[src/rtl/ptr_mem_pkg.sv]
// Shared operation and step encodings for the pointer data memory.
package ptr_mem_pkg;

    typedef enum logic [3:0] {
        OP_NOP     = 4'd0,
        OP_RD      = 4'd1,
        OP_WR      = 4'd2,
        OP_IRD     = 4'd3,
        OP_IWR     = 4'd4,
        OP_PUSH    = 4'd5,
        OP_POP     = 4'd6,
        OP_BSET    = 4'd7,
        OP_BCLR    = 4'd8,
        OP_BTST    = 4'd9,
        OP_DECSKIP = 4'd10
    } mem_op_e;

    typedef enum logic [1:0] {
        STEP_NONE = 2'd0,
        STEP_INC  = 2'd1,
        STEP_DEC  = 2'd2,
        STEP_RSV  = 2'd3
    } step_e;

endpackage

[src/rtl/ptr_mem_decode.sv]
// Address decoder: classifies a byte address as general RAM, register window
// or unmapped, and produces the local index into the matching store.
// Assumes the RAM starts at address 0 and the window lies above it.
module ptr_mem_decode #(
    parameter int ADDR_W    = 8,
    parameter int RAM_WORDS = 112,
    parameter int WIN_BASE  = 240,
    parameter int WIN_WORDS = 16,
    localparam int RAM_IW   = $clog2(RAM_WORDS),
    localparam int WIN_IW   = $clog2(WIN_WORDS)
) (
    input  logic [ADDR_W-1:0] addr,
    output logic              in_ram,
    output logic              in_win,
    output logic [RAM_IW-1:0] ram_idx,
    output logic [WIN_IW-1:0] win_idx
);
    localparam logic [ADDR_W:0] RAM_END = (ADDR_W+1)'(RAM_WORDS);
    localparam logic [ADDR_W:0] WIN_LO  = (ADDR_W+1)'(WIN_BASE);
    localparam logic [ADDR_W:0] WIN_END = (ADDR_W+1)'(WIN_BASE + WIN_WORDS);

    logic [ADDR_W:0] a_ext;

    // Range compare on a one-bit-wider copy so the window top needs no wrap.
    always_comb begin
        a_ext   = {1'b0, addr};
        in_ram  = a_ext < RAM_END;
        in_win  = (a_ext >= WIN_LO) && (a_ext < WIN_END);
        ram_idx = RAM_IW'(addr);
        win_idx = WIN_IW'(a_ext - WIN_LO);
    end

endmodule

[src/rtl/ptr_mem_ram.sv]
// General-purpose byte RAM: one write port and one combinational read port
// sharing an index. Contents have no reset value.
module ptr_mem_ram #(
    parameter int DATA_W    = 8,
    parameter int RAM_WORDS = 112,
    localparam int RAM_IW   = $clog2(RAM_WORDS)
) (
    input  logic              clk,
    input  logic              we,
    input  logic [RAM_IW-1:0] idx,
    input  logic [DATA_W-1:0] wdata,
    output logic [DATA_W-1:0] rdata
);
    logic [DATA_W-1:0] mem [RAM_WORDS];

    // Store one byte when enabled.
    always_ff @(posedge clk) begin
        if (we) mem[idx] <= wdata;
    end

    assign rdata = mem[idx];

endmodule

[src/rtl/ptr_mem_regwin.sv]
// Register window: sixteen byte registers, three of which act as pointers.
// A data write and a pointer step may arrive together. The data write to a
// register always beats a step of that same register. Only the stack pointer
// register has a reset value.
module ptr_mem_regwin #(
    parameter int DATA_W    = 8,
    parameter int WIN_WORDS = 16,
    parameter int P_IDX     = 14,
    parameter int A_IDX     = 12,
    parameter int SP_IDX    = 13,
    parameter int SP_RESET  = 'h6F,
    localparam int WIN_IW   = $clog2(WIN_WORDS)
) (
    input  logic              clk,
    input  logic              rst_n,
    input  logic              we,
    input  logic [WIN_IW-1:0] widx,
    input  logic [DATA_W-1:0] wdata,
    input  logic              step_en,
    input  logic [WIN_IW-1:0] step_idx,
    input  logic              step_up,
    input  logic [WIN_IW-1:0] ridx,
    output logic [DATA_W-1:0] rdata,
    output logic [DATA_W-1:0] ptr_p,
    output logic [DATA_W-1:0] ptr_a,
    output logic [DATA_W-1:0] ptr_sp
);
    logic [DATA_W-1:0] view [WIN_WORDS];
    logic [DATA_W-1:0] step_cur;

    for (genvar i = 0; i < WIN_WORDS; i++) begin : g_reg
        logic [DATA_W-1:0] q;
        logic              hit_w;
        logic              hit_s;
        assign hit_w = we && (widx == WIN_IW'(i));
        assign hit_s = step_en && (step_idx == WIN_IW'(i));
        if (i == SP_IDX) begin : g_rst
            // Stack pointer: reset to its start value, then write or step.
            always_ff @(posedge clk) begin
                if (!rst_n)     q <= DATA_W'(SP_RESET);
                else if (hit_w) q <= wdata;
                else if (hit_s) q <= step_up ? q + DATA_W'(1) : q - DATA_W'(1);
            end
        end else begin : g_plain
            // Ordinary window byte: write beats step, no reset value.
            always_ff @(posedge clk) begin
                if (hit_w)      q <= wdata;
                else if (hit_s) q <= step_up ? q + DATA_W'(1) : q - DATA_W'(1);
            end
        end
        assign view[i] = q;
    end

    assign rdata    = view[ridx];
    assign ptr_p    = view[P_IDX];
    assign ptr_a    = view[A_IDX];
    assign ptr_sp   = view[SP_IDX];
    assign step_cur = view[step_idx];

    AST_SP_RESET: assert property (@(posedge clk) disable iff (!rst_n)
        $past(!rst_n) |-> ptr_sp == DATA_W'(SP_RESET));

    AST_STEP_BY_ONE: assert property (@(posedge clk) disable iff (!rst_n)
        (step_en && !(we && widx == step_idx)) |=>
        view[$past(step_idx)] == ($past(step_up) ? $past(step_cur) + DATA_W'(1)
                                                 : $past(step_cur) - DATA_W'(1)));

    AST_WRITE_WINS: assert property (@(posedge clk) disable iff (!rst_n)
        (we && step_en && widx == step_idx) |=> view[$past(widx)] == $past(wdata));

endmodule

[src/rtl/ptr_data_mem.sv]
// Data memory top: resolves the effective address of each operation
// (direct, through a pointer or through the stack pointer), performs the
// read-modify-write for bit and decrement operations in one cycle, requests
// pointer steps, and registers the read, bit-test and skip results.
// Assumes one operation per cycle and pointers as wide as an address.
module ptr_data_mem
    import ptr_mem_pkg::*;
#(
    parameter int DATA_W    = 8,
    parameter int ADDR_W    = 8,
    parameter int RAM_WORDS = 112,
    parameter int WIN_BASE  = 240,
    parameter int WIN_WORDS = 16,
    parameter int P_IDX     = 14,
    parameter int A_IDX     = 12,
    parameter int SP_IDX    = 13,
    parameter int SP_RESET  = 'h6F,
    localparam int BIT_W    = $clog2(DATA_W),
    localparam int RAM_IW   = $clog2(RAM_WORDS),
    localparam int WIN_IW   = $clog2(WIN_WORDS)
) (
    input  logic              clk,
    input  logic              rst_n,
    input  logic [3:0]        op,
    input  logic [ADDR_W-1:0] addr,
    input  logic [DATA_W-1:0] wdata,
    input  logic [BIT_W-1:0]  bit_sel,
    input  logic              ptr_sel,
    input  logic [1:0]        step,
    output logic [DATA_W-1:0] rdata,
    output logic              rvalid,
    output logic              bit_out,
    output logic              skip
);
    localparam logic [ADDR_W-1:0] SP_ADDR = ADDR_W'(WIN_BASE + SP_IDX);

    mem_op_e           op_q;
    logic [ADDR_W-1:0] eff;
    logic              in_ram, in_win;
    logic [RAM_IW-1:0] ram_idx;
    logic [WIN_IW-1:0] win_idx;
    logic [DATA_W-1:0] ram_rd, win_rd, rd_byte, wr_val, mask;
    logic [DATA_W-1:0] ptr_p, ptr_a, ptr_sp;
    logic              wr_req, is_read;
    logic              step_en, step_up;
    logic [WIN_IW-1:0] step_idx;

    assign op_q = mem_op_e'(op);

    // Pick the effective address and the pointer step request for this op.
    always_comb begin
        eff      = addr;
        step_en  = 1'b0;
        step_up  = 1'b0;
        step_idx = '0;
        case (op_q)
            OP_IRD, OP_IWR: begin
                eff      = ptr_sel ? ADDR_W'(ptr_a) : ADDR_W'(ptr_p);
                step_en  = (step == STEP_INC) || (step == STEP_DEC);
                step_up  = (step == STEP_INC);
                step_idx = ptr_sel ? WIN_IW'(A_IDX) : WIN_IW'(P_IDX);
            end
            OP_PUSH: begin
                eff      = ADDR_W'(ptr_sp);
                step_en  = 1'b1;
                step_idx = WIN_IW'(SP_IDX);
            end
            OP_POP: begin
                eff      = ADDR_W'(ptr_sp + DATA_W'(1));
                step_en  = 1'b1;
                step_up  = 1'b1;
                step_idx = WIN_IW'(SP_IDX);
            end
            default: eff = addr;
        endcase
    end

    ptr_mem_decode #(
        .ADDR_W(ADDR_W), .RAM_WORDS(RAM_WORDS),
        .WIN_BASE(WIN_BASE), .WIN_WORDS(WIN_WORDS)
    ) u_dec (
        .addr(eff), .in_ram(in_ram), .in_win(in_win),
        .ram_idx(ram_idx), .win_idx(win_idx)
    );

    // Merge the two stores; unmapped addresses read as zero.
    always_comb begin
        rd_byte = in_ram ? ram_rd : (in_win ? win_rd : '0);
        mask    = DATA_W'(1) << bit_sel;
    end

    // Compute the value to store and whether this op stores at all.
    always_comb begin
        case (op_q)
            OP_BSET:    wr_val = rd_byte | mask;
            OP_BCLR:    wr_val = rd_byte & ~mask;
            OP_DECSKIP: wr_val = rd_byte - DATA_W'(1);
            default:    wr_val = wdata;
        endcase
        wr_req  = (op_q == OP_WR) || (op_q == OP_IWR) || (op_q == OP_PUSH) ||
                  (op_q == OP_BSET) || (op_q == OP_BCLR) ||
                  ((op_q == OP_DECSKIP) && in_win);
        is_read = (op_q == OP_RD) || (op_q == OP_IRD) ||
                  (op_q == OP_POP) || (op_q == OP_BTST);
    end

    ptr_mem_ram #(.DATA_W(DATA_W), .RAM_WORDS(RAM_WORDS)) u_ram (
        .clk(clk), .we(wr_req && in_ram), .idx(ram_idx),
        .wdata(wr_val), .rdata(ram_rd)
    );

    ptr_mem_regwin #(
        .DATA_W(DATA_W), .WIN_WORDS(WIN_WORDS), .P_IDX(P_IDX),
        .A_IDX(A_IDX), .SP_IDX(SP_IDX), .SP_RESET(SP_RESET)
    ) u_win (
        .clk(clk), .rst_n(rst_n),
        .we(wr_req && in_win), .widx(win_idx), .wdata(wr_val),
        .step_en(step_en), .step_idx(step_idx), .step_up(step_up),
        .ridx(win_idx), .rdata(win_rd),
        .ptr_p(ptr_p), .ptr_a(ptr_a), .ptr_sp(ptr_sp)
    );

    // Register read data, tested bit and skip flag for the following cycle.
    always_ff @(posedge clk) begin
        if (!rst_n) begin
            rdata   <= '0;
            rvalid  <= 1'b0;
            bit_out <= 1'b0;
            skip    <= 1'b0;
        end else begin
            rvalid <= is_read;
            if (is_read) rdata <= rd_byte;
            if (op_q == OP_BTST) bit_out <= rd_byte[bit_sel];
            skip <= (op_q == OP_DECSKIP) && in_win && (wr_val == '0);
        end
    end

    AST_SKIP_AFTER_DEC: assert property (@(posedge clk) disable iff (!rst_n)
        skip |-> $past(op_q) == OP_DECSKIP);

    AST_UNMAPPED_ZERO: assert property (@(posedge clk) disable iff (!rst_n)
        (is_read && !in_ram && !in_win) |=> rdata == '0);

    AST_PUSH_DEC: assert property (@(posedge clk) disable iff (!rst_n)
        (op_q == OP_PUSH && ADDR_W'(ptr_sp) != SP_ADDR) |=>
        ptr_sp == $past(ptr_sp) - DATA_W'(1));

    AST_POP_INC: assert property (@(posedge clk) disable iff (!rst_n)
        (op_q == OP_POP) |=> ptr_sp == $past(ptr_sp) + DATA_W'(1));

endmodule

[config.mk]
export PLATFORM = sky130hd
export DESIGN_NAME = ptr_data_mem
export DESIGN_NICKNAME = d
export VERILOG_FILES = /design/src/rtl/ptr_mem_pkg.sv /design/src/rtl/ptr_mem_decode.sv /design/src/rtl/ptr_mem_ram.sv /design/src/rtl/ptr_mem_regwin.sv /design/src/rtl/ptr_data_mem.sv
export SDC_FILE = /design/constraint.sdc
export NUM_CORES = 2
export LEC_CHECK = 0
export BUFFER_PORTS_ARGS = -buffer_cell sky130_fd_sc_hd__buf_2
export CORE_MARGIN = 5
export CORE_UTILIZATION = 50
export CTS_CLUSTER_DIAMETER = 50
export CTS_CLUSTER_SIZE = 20
export DETAILED_ROUTE_END_ITERATION = 6
export PLACE_DENSITY = 0.65
export SLEW_MARGIN = 5
export SYNTH_ARGS = -nofsm -noshare
export SYNTH_HDL_FRONTEND = slang
export SYNTH_SLANG_ARGS = --single-unit
[constraint.sdc]
create_clock -name clk -period 8 [get_ports clk]
set_input_delay 0.8 -clock clk [delete_from_list [all_inputs] [get_ports clk]]
set_output_delay 0.8 -clock clk [all_outputs]
set_load 0.01 [all_outputs]
## After elaboration in Yosys (flattened, before gate mapping)

Memories as Yosys holds them, arrays and structs flattened.
Index checks and enable logic that the tools add are counted.

- Register bits after elaboration: 139
- Memory bits (writable): 896
- Input port bits: 28
- Memories kept: 1

- $add $sub $neg: 34
- $lt $le $gt $ge: 4
- Equal/unequal tests: 42
- Shift-type cells: 1
- Mux-type cells: 64
- Bitwise logic cells: 4
- Reductions and logical operators: 66

Memory list:

| memory | words | bits a word | read ports | clocked after memory_dff | write ports | line | source |
|---|---|---|---|---|---|---|---|
| u_ram.mem | 112 | 8 | 1 | 0 | 1 | ptr_mem_ram.sv:14 | `logic [DATA_W-1:0] mem [RAM_WORDS];` |

Operator list:

| cell | count |
|---|---|
| $mux 8 | 53 |
| $sub 8x1->8 const B | 17 |
| $add 8x1->8 const B | 16 |
| $eq 4x4->1 const B | 19 |
| $eq 4x3->1 const B | 12 |
| $pmux 8 s3 | 2 |
| $logic_and 1x1->1 | 36 |
| $bmux 8 s4 | 1 |
| $reduce_bool 2->1 | 16 |
| $eq 4x2->1 const B | 6 |
| $eq 4x1->1 const B | 3 |
| $logic_or 1x1->1 | 9 |
| $and 8x8->8 | 1 |
| $ge 8x8->1 const B | 1 |
| $logic_not 4->1 | 2 |
| $logic_not 8->1 | 1 |
| $lt 8x7->1 const B | 1 |
| $not 8->8 | 1 |
| $or 8x8->8 | 1 |
| $pmux 4 s2 | 1 |
| $shl 1x3->8 const A | 1 |
| $ge 5x5->1 const B | 1 |
| $not 4->5 | 1 |
| $lt 3x4->1 const B | 1 |
| other kinds (8) | 12 |

## Depth between registers and ports, before layout

- Depth in word-level cells: 14
- Mapped depth: 25

## By module

A second synthesis with hierarchy kept.

- Cells, all modules: 3415
- Area total of the unflattened synthesis: 47356.7 um^2

By module, submodules not included:

| module | instances | cells an instance | area each (um^2) | seq. area each (um^2) |
|---|---|---|---|---|
| ptr_mem_ram | 1 | 2073 | 34974.8 | 26905.8 |
| ptr_mem_regwin | 1 | 1089 | 10592.7 | 3763.6 |
| ptr_data_mem | 1 | 240 | 1691.6 | 220.2 |
| ptr_mem_decode | 1 | 13 | 97.6 | 0.0 |

## Worst setup path before layout

No wires, ideal clock.

- Path kind: input -> register
- Start point: input op[1]
- End point: register u_win.g_reg[10].q[7] (data pin)
- Library setup time: 0.264 ns
- Arrival: 6.447 ns
- Data required time: 7.736 ns
- Path slack: 1.289 ns
- Stages: 15
- Path buffers: 3
- Path through: buf_2 > nand4bb_1 > buf_2 > nand2_1 > a21oi_1 > clkbuf_1 > ha_1 > a21o_1 > a21oi_1 > o21bai_1 > a21oi_1 > o21bai_1 > a21oi_1 > xnor2_1 > mux2i_1

- Cells in the longest elaborated chain, start to end: 13
- Elaborated cells between the ends (all ways): 37

RTL lines:

| item | line | source |
|---|---|---|
| start, declared | ptr_data_mem.sv:24 | `input logic [3:0] op,` |
| $eq 4x3->1 / $eq 4x2->1 (equally long branches) | ptr_data_mem.sv:56, ptr_data_mem.sv:100 |  |
| $reduce_or 2->1 | ptr_data_mem.sv:56 | `case (op_q)` |
| $pmux 8 s3 | ptr_data_mem.sv:56 |  |
| $sub 4x1->4 | ptr_mem_decode.sv:30 | `win_idx = WIN_IW'(a_ext - WIN_LO);` |
| $not 4->5 (implied by the code) | ptr_mem_regwin.sv:54 | `assign rdata = view[ridx];` |
| $bmux 8 s4 | ptr_mem_regwin.sv:54 |  |
| $mux 8 (implied by the code) (2 in series) | ptr_mem_regwin.sv:54 |  |
| $mux 8 (2 in series) | ptr_data_mem.sv:88 | `rd_byte = in_ram ? ram_rd : (in_win ? win_rd : '0);` |
| $sub 8x1->8, or another cell as far along | ptr_data_mem.sv:97 | `OP_DECSKIP: wr_val = rd_byte - DATA_W'(1);` |
| $pmux 8 s3 | ptr_data_mem.sv:94 | `case (op_q)` |
| $mux 8 (*) | ptr_mem_regwin.sv:47 | `if (hit_w) q <= wdata;` |
| end signal, assigned | ptr_mem_regwin.sv:47 |  |
| end signal, assigned | ptr_mem_regwin.sv:48 | `else if (hit_s) q <= step_up ? q + DATA_W'(1) : q - DATA_W'(1);` |
| end, declared | ptr_mem_regwin.sv:32 | `logic [DATA_W-1:0] q;` |

Every way passes the cells marked *; elsewhere a longest branch is shown, timed or not. The select of a mux whose other input is x is not followed.
A chain may end at the register's enable or synchronous reset.

## Final worst setup path

- Start point: register u_win.g_reg[13].q[1], in the netlist u_win.ptr_sp[1]
- End point: memory u_ram.mem[72][6] (data pin)

- Cells in the longest elaborated chain, start to end: 11
- Elaborated cells between the ends (all ways): 16

RTL lines:

| item | line | source |
|---|---|---|
| start, declared | ptr_mem_regwin.sv:32 |  |
| start signal, assigned | ptr_mem_regwin.sv:40 | `if (!rst_n) q <= DATA_W'(SP_RESET);` |
| start signal, assigned | ptr_mem_regwin.sv:41 | `else if (hit_w) q <= wdata;` |
| start signal, assigned | ptr_mem_regwin.sv:42 | `else if (hit_s) q <= step_up ? q + DATA_W'(1) : q - DATA_W'(1);` |
| $add 8x1->8 | ptr_data_mem.sv:69 | `eff = ADDR_W'(ptr_sp + DATA_W'(1));` |
| $pmux 8 s3 | ptr_data_mem.sv:56 |  |
| $sub 4x1->4 | ptr_mem_decode.sv:30 |  |
| $not 4->5 (implied by the code) | ptr_mem_regwin.sv:54 |  |
| $bmux 8 s4 | ptr_mem_regwin.sv:54 |  |
| $mux 8 (implied by the code) (2 in series) | ptr_mem_regwin.sv:54 |  |
| $mux 8 | ptr_data_mem.sv:88 |  |
| $mux 8 (*) | ptr_data_mem.sv:88 |  |
| $sub 8x1->8, or another cell as far along | ptr_data_mem.sv:97 |  |
| $pmux 8 s3 (*) | ptr_data_mem.sv:94 |  |
| via u_ram.wdata[6] | ptr_mem_ram.sv:11 | `input logic [DATA_W-1:0] wdata,` |
| end, declared | ptr_mem_ram.sv:14 |  |

The timed path passes the listed nets; every way through them passes the cells marked *. The select of a mux whose other input is x is not followed.

==> results.md <==
- Gates resized during post-CTS repair numbered 0.
- The first detailed-routing pass ran for 7 iterations.
- The clock arrives with 0.0410 ns of skew.
- STA puts the critical path data arrival time at 7.46 ns.
- The number of clock buffers added by TritonCTS is 105.
- Using the TritonRoute via totals, the vias-per-cell ratio works out to 6.35.
- The initial antenna violation count is 3.
- CTS saw 1035 sinks.
- The leakage dissipation is 0.0190 uW.
- The flow ran to the end, and the final reports show no timing, DRC or antenna violations.
- The number of max-cap violations is 0.
- The total vias in the final route is 34.2k.
- Setup violations remaining at the end of the flow were counted as 0.
- The worst hold path class is input pin to register.
- Of the total power, combinational logic draws 0.142.
- Ranked by total cell area, the synthesized netlist is headed by sky130_fd_sc_hd__edfxtp_1, sky130_fd_sc_hd__nand2_1, sky130_fd_sc_hd__ha_1.
- In the synthesized netlist the async set-or-reset flop fraction comes to 0.
- The number of port buffers is 38.
- The number of core rows is 114.
- Of the available clock period, the critical path in the final layout requires 0.878.
- The share of the synthesized area in the top cell type is 0.626.
- The placed instance count is 5192.
- Headroom to the max-slew limit came out at 0.297.
- Counting I/O delays and the setup requirement, the final critical path takes 7.02 ns.
- The area enclosed by the die boundary is 104000 um^2.
- At the end of the flow, the number of nets in the layout was 4160.
- The final max-slew violation count is 0.
- At the worst endpoint, the required time is 8.43 ns.
- The post-route setup TNS is 0 ns.
- The number of global-route vias before repair is 32.5k.
- TritonCTS built the clock tree.
- CTS placed an instance of sky130_fd_sc_hd__clkbuf_16 at the clock tree root.
- Counting instances in the post-synthesis netlist gives the leading cell types as sky130_fd_sc_hd__edfxtp_1, sky130_fd_sc_hd__nand2_1, sky130_fd_sc_hd__a21oi_1.
- Once detail routing completed, the nets flagged for antenna violations numbered 0.
- In this run the post-CTS setup repair buffer count came out at 0.
- For this design the ratio of total power to cell area is 243 nW/um^2.
- The post-route DRC violation count is 0.
- The routed wire length is 147 mm.
- The synthesized design spends more area on one cell type than any other, namely sky130_fd_sc_hd__edfxtp_1.
- The number of failing hold endpoints at the final stage is 0.
- Of the total power, registers draw 0.461.
- Summing all placed instances gives a cell area of 50600 um^2.
- The global-route usage over all layers is 0.277.
- The clock network latency to the later pin of the worst-skew pair is 0.72 ns.
- The endpoint kind of the worst setup timing path is a register.
- The most instantiated library cell after synthesis is sky130_fd_sc_hd__edfxtp_1.
- The floorplan step set the die width to 322 um.
- After the first detailed-routing iteration, the DRC count stood at 4422.
- The number of synthesized flops with an enable pin is 1016.
- The sequential cell area fraction in the yosys report is 0.634.
- For this design the total switching power over the nets is 3640 uW.
- After clock tree synthesis, the clock-pin slew on the worst setup and hold paths is 0.06 ns.
- The biggest fanout along the worst timing path is 44.
- The achievable frequency is 142 MHz.
- The critical path in this run is classified as register to register.
- The routed length per placed instance is 27.3 um.
- The first global-routing pass estimated 216 mm of wire.
- The number of register bits inferred by synthesis is 1035.
- The number of levels the H-tree was split into is 3.
- The startpoint class of the critical path is a register.
- VDD sags by at most 0.000258 V.
- Global routing finished with a remaining overflow of 0.
- The number of top-level design ports is 39.
- The count of synthesis-stage warnings from yosys is 0.
- The fraction of final layout cells sized beyond drive strength 1 is 0.119.
- The number of library cell types mapped by synthesis is 105.
- The congestion estimate from routability-driven global placement came to 0.904.
- The non-filler instance count after layout is 5390.
- Dividing the synthesized area by the synthesized cell count gives 12.3 um^2.
- The internal power contribution is 9550 uW.
- Summing every instance area after synthesis gives 48800 um^2.
- In the synthesized netlist, the number of instances is 3972.
- The quantity of hold-fixing buffers added after cts is 0.
- The final-layout worst hold slack is 0.468 ns.
- The switching power share of the total is 0.276.
- The area overhead of the layout relative to synthesis is 11.4%.
- Entering global routing, the biggest net connects 113 pins.
- From bottom edge to top edge, the die measures 322 um.
- The commonest register cell after synthesis is sky130_fd_sc_hd__edfxtp_1.
- For the pin with the worst max-slew slack, the measured transition is 1.05 ns.
- The HPWL after detailed placement is 91.2 mm.
- When the netlist entered floorplanning its net count stood at 4109.
- The maximum buffer depth of the clock tree is 3.
- The initial standard-cell utilization of the core is 0.504.
- The cell area after layout is 54300 um^2.
- The share of total power dissipated in the clock network is 0.397.
- The region available for standard cell placement spans 96700 um^2.
- Setup repair after global routing left no endpoint under its margin.
## cell families after synthesis
logic type                 synth area share
buffers and inverters                0.0387
muxes                                0.0310
DFF                                   0.634
and+or+nand+nor                       0.122
xor gates and xnor gates             0.0210
AOI/OAI and AO/OA                     0.123
adders and majority gates            0.0303
## registers in the layout (all words and copies together), names as in the netlist
register	cells
bit_out	1
rdata	8
rvalid	1
skip	1
u_ram.mem	896
u_win.g.q	104
u_win.ptr_a	8
u_win.ptr_p	8
u_win.ptr_sp	8
## cell type report
type	instances	area, um^2
Antenna cell	2	5.00
Clock buffer	109	2640
Clock inverter	87	1060
Fill cell	7940	42400
Inverter	78	303
Multi-Input combinational cell	2602	16100
Sequential cell	1035	30900
Tap cell	1276	1600
Timing Repair Buffer	201	1750
## path summary, 6_finish.rpt
path / from / to / slack, ns / depth (start not counted)
worst max-delay path: u_win.ptr_sp[1] / u_ram.mem[72][6] / 0.98 / 19
worst max register to register: u_win.ptr_sp[1] / u_ram.mem[72][6] / 0.98 / 19
worst min register to register: rdata[6] / rdata[6] / 0.50 / 1
worst min-delay path: rst_n / u_win.ptr_sp[3] / 0.47 / 2
## metrics by stage
step / total power (uW) / worst slack, ns / util
detailed placement: 8020 / 0.606 / 0.523
CTS: 13200 / 1.02 / 0.562
finish: 13200 / 0.976 / 0.562
global placement: 8000 / 0.681 / 0.523
global route: 13600 / 0.790 / 0.562
floorplan: 7360 / 1.29 / -
## placed cells by master (no fill, tap or decap), drive strengths merged, types with 37 or more instances in the layout
cell type	instances
nand3	189
edfxtp	1016
nand2	823
a221oi	42
nor2	215
mux2i	106
o21bai	45
o21ai	111
inv	93
clkinv	37
a211oi	60
o31a	40
a311oi	86
buf	201
a31oi	41
a21oi	229
clkbuf	109
xnor2	97
ha	94
## layer usage
metal | up-vias | wire, um | global-route usage
met5 | - | 13 | 0
met4 | 2 | 7470 | 0.119
met3 | 380 | 15000 | 0.0560
met2 | 1972 | 67200 | 0.433
met1 | 16900 | 57500 | 0.382
li1 | 15000 | - | -
## worst max-delay path, cell delays in order, from the launching register on
cell	delay (ns)
sky130_fd_sc_hd__dfxtp_1	0.48
sky130_fd_sc_hd__inv_1	0.17
sky130_fd_sc_hd__ha_1	0.36
sky130_fd_sc_hd__and3b_1	0.24
sky130_fd_sc_hd__o21ai_4	0.36
sky130_fd_sc_hd__nand3_4	0.67
sky130_fd_sc_hd__buf_4	0.46
sky130_fd_sc_hd__buf_4	0.22
sky130_fd_sc_hd__a221oi_1	0.33
sky130_fd_sc_hd__a31oi_1	0.09
sky130_fd_sc_hd__o21ai_0	0.30
sky130_fd_sc_hd__or4_1	0.17
sky130_fd_sc_hd__o22ai_1	0.19
sky130_fd_sc_hd__a221oi_2	0.56
sky130_fd_sc_hd__ha_1	0.30
sky130_fd_sc_hd__inv_1	0.09
sky130_fd_sc_hd__nor4_2	0.30
sky130_fd_sc_hd__o32a_4	0.46
sky130_fd_sc_hd__clkinv_2	0.54
sky130_fd_sc_hd__buf_12	0.37
## power by group through the flow
stage / combinational, uW / clock [uW] / sequential (uW)
after floorplan: 1140 / 0 / 6210
after CTS: 1830 / 5280 / 6080
after global placement: 1800 / 0 / 6200
after detailed placement: 1820 / 0 / 6200
final: 1870 / 5240 / 6080
after global routing: 1970 / 5530 / 6080
Power figures use the tool's default switching activity.
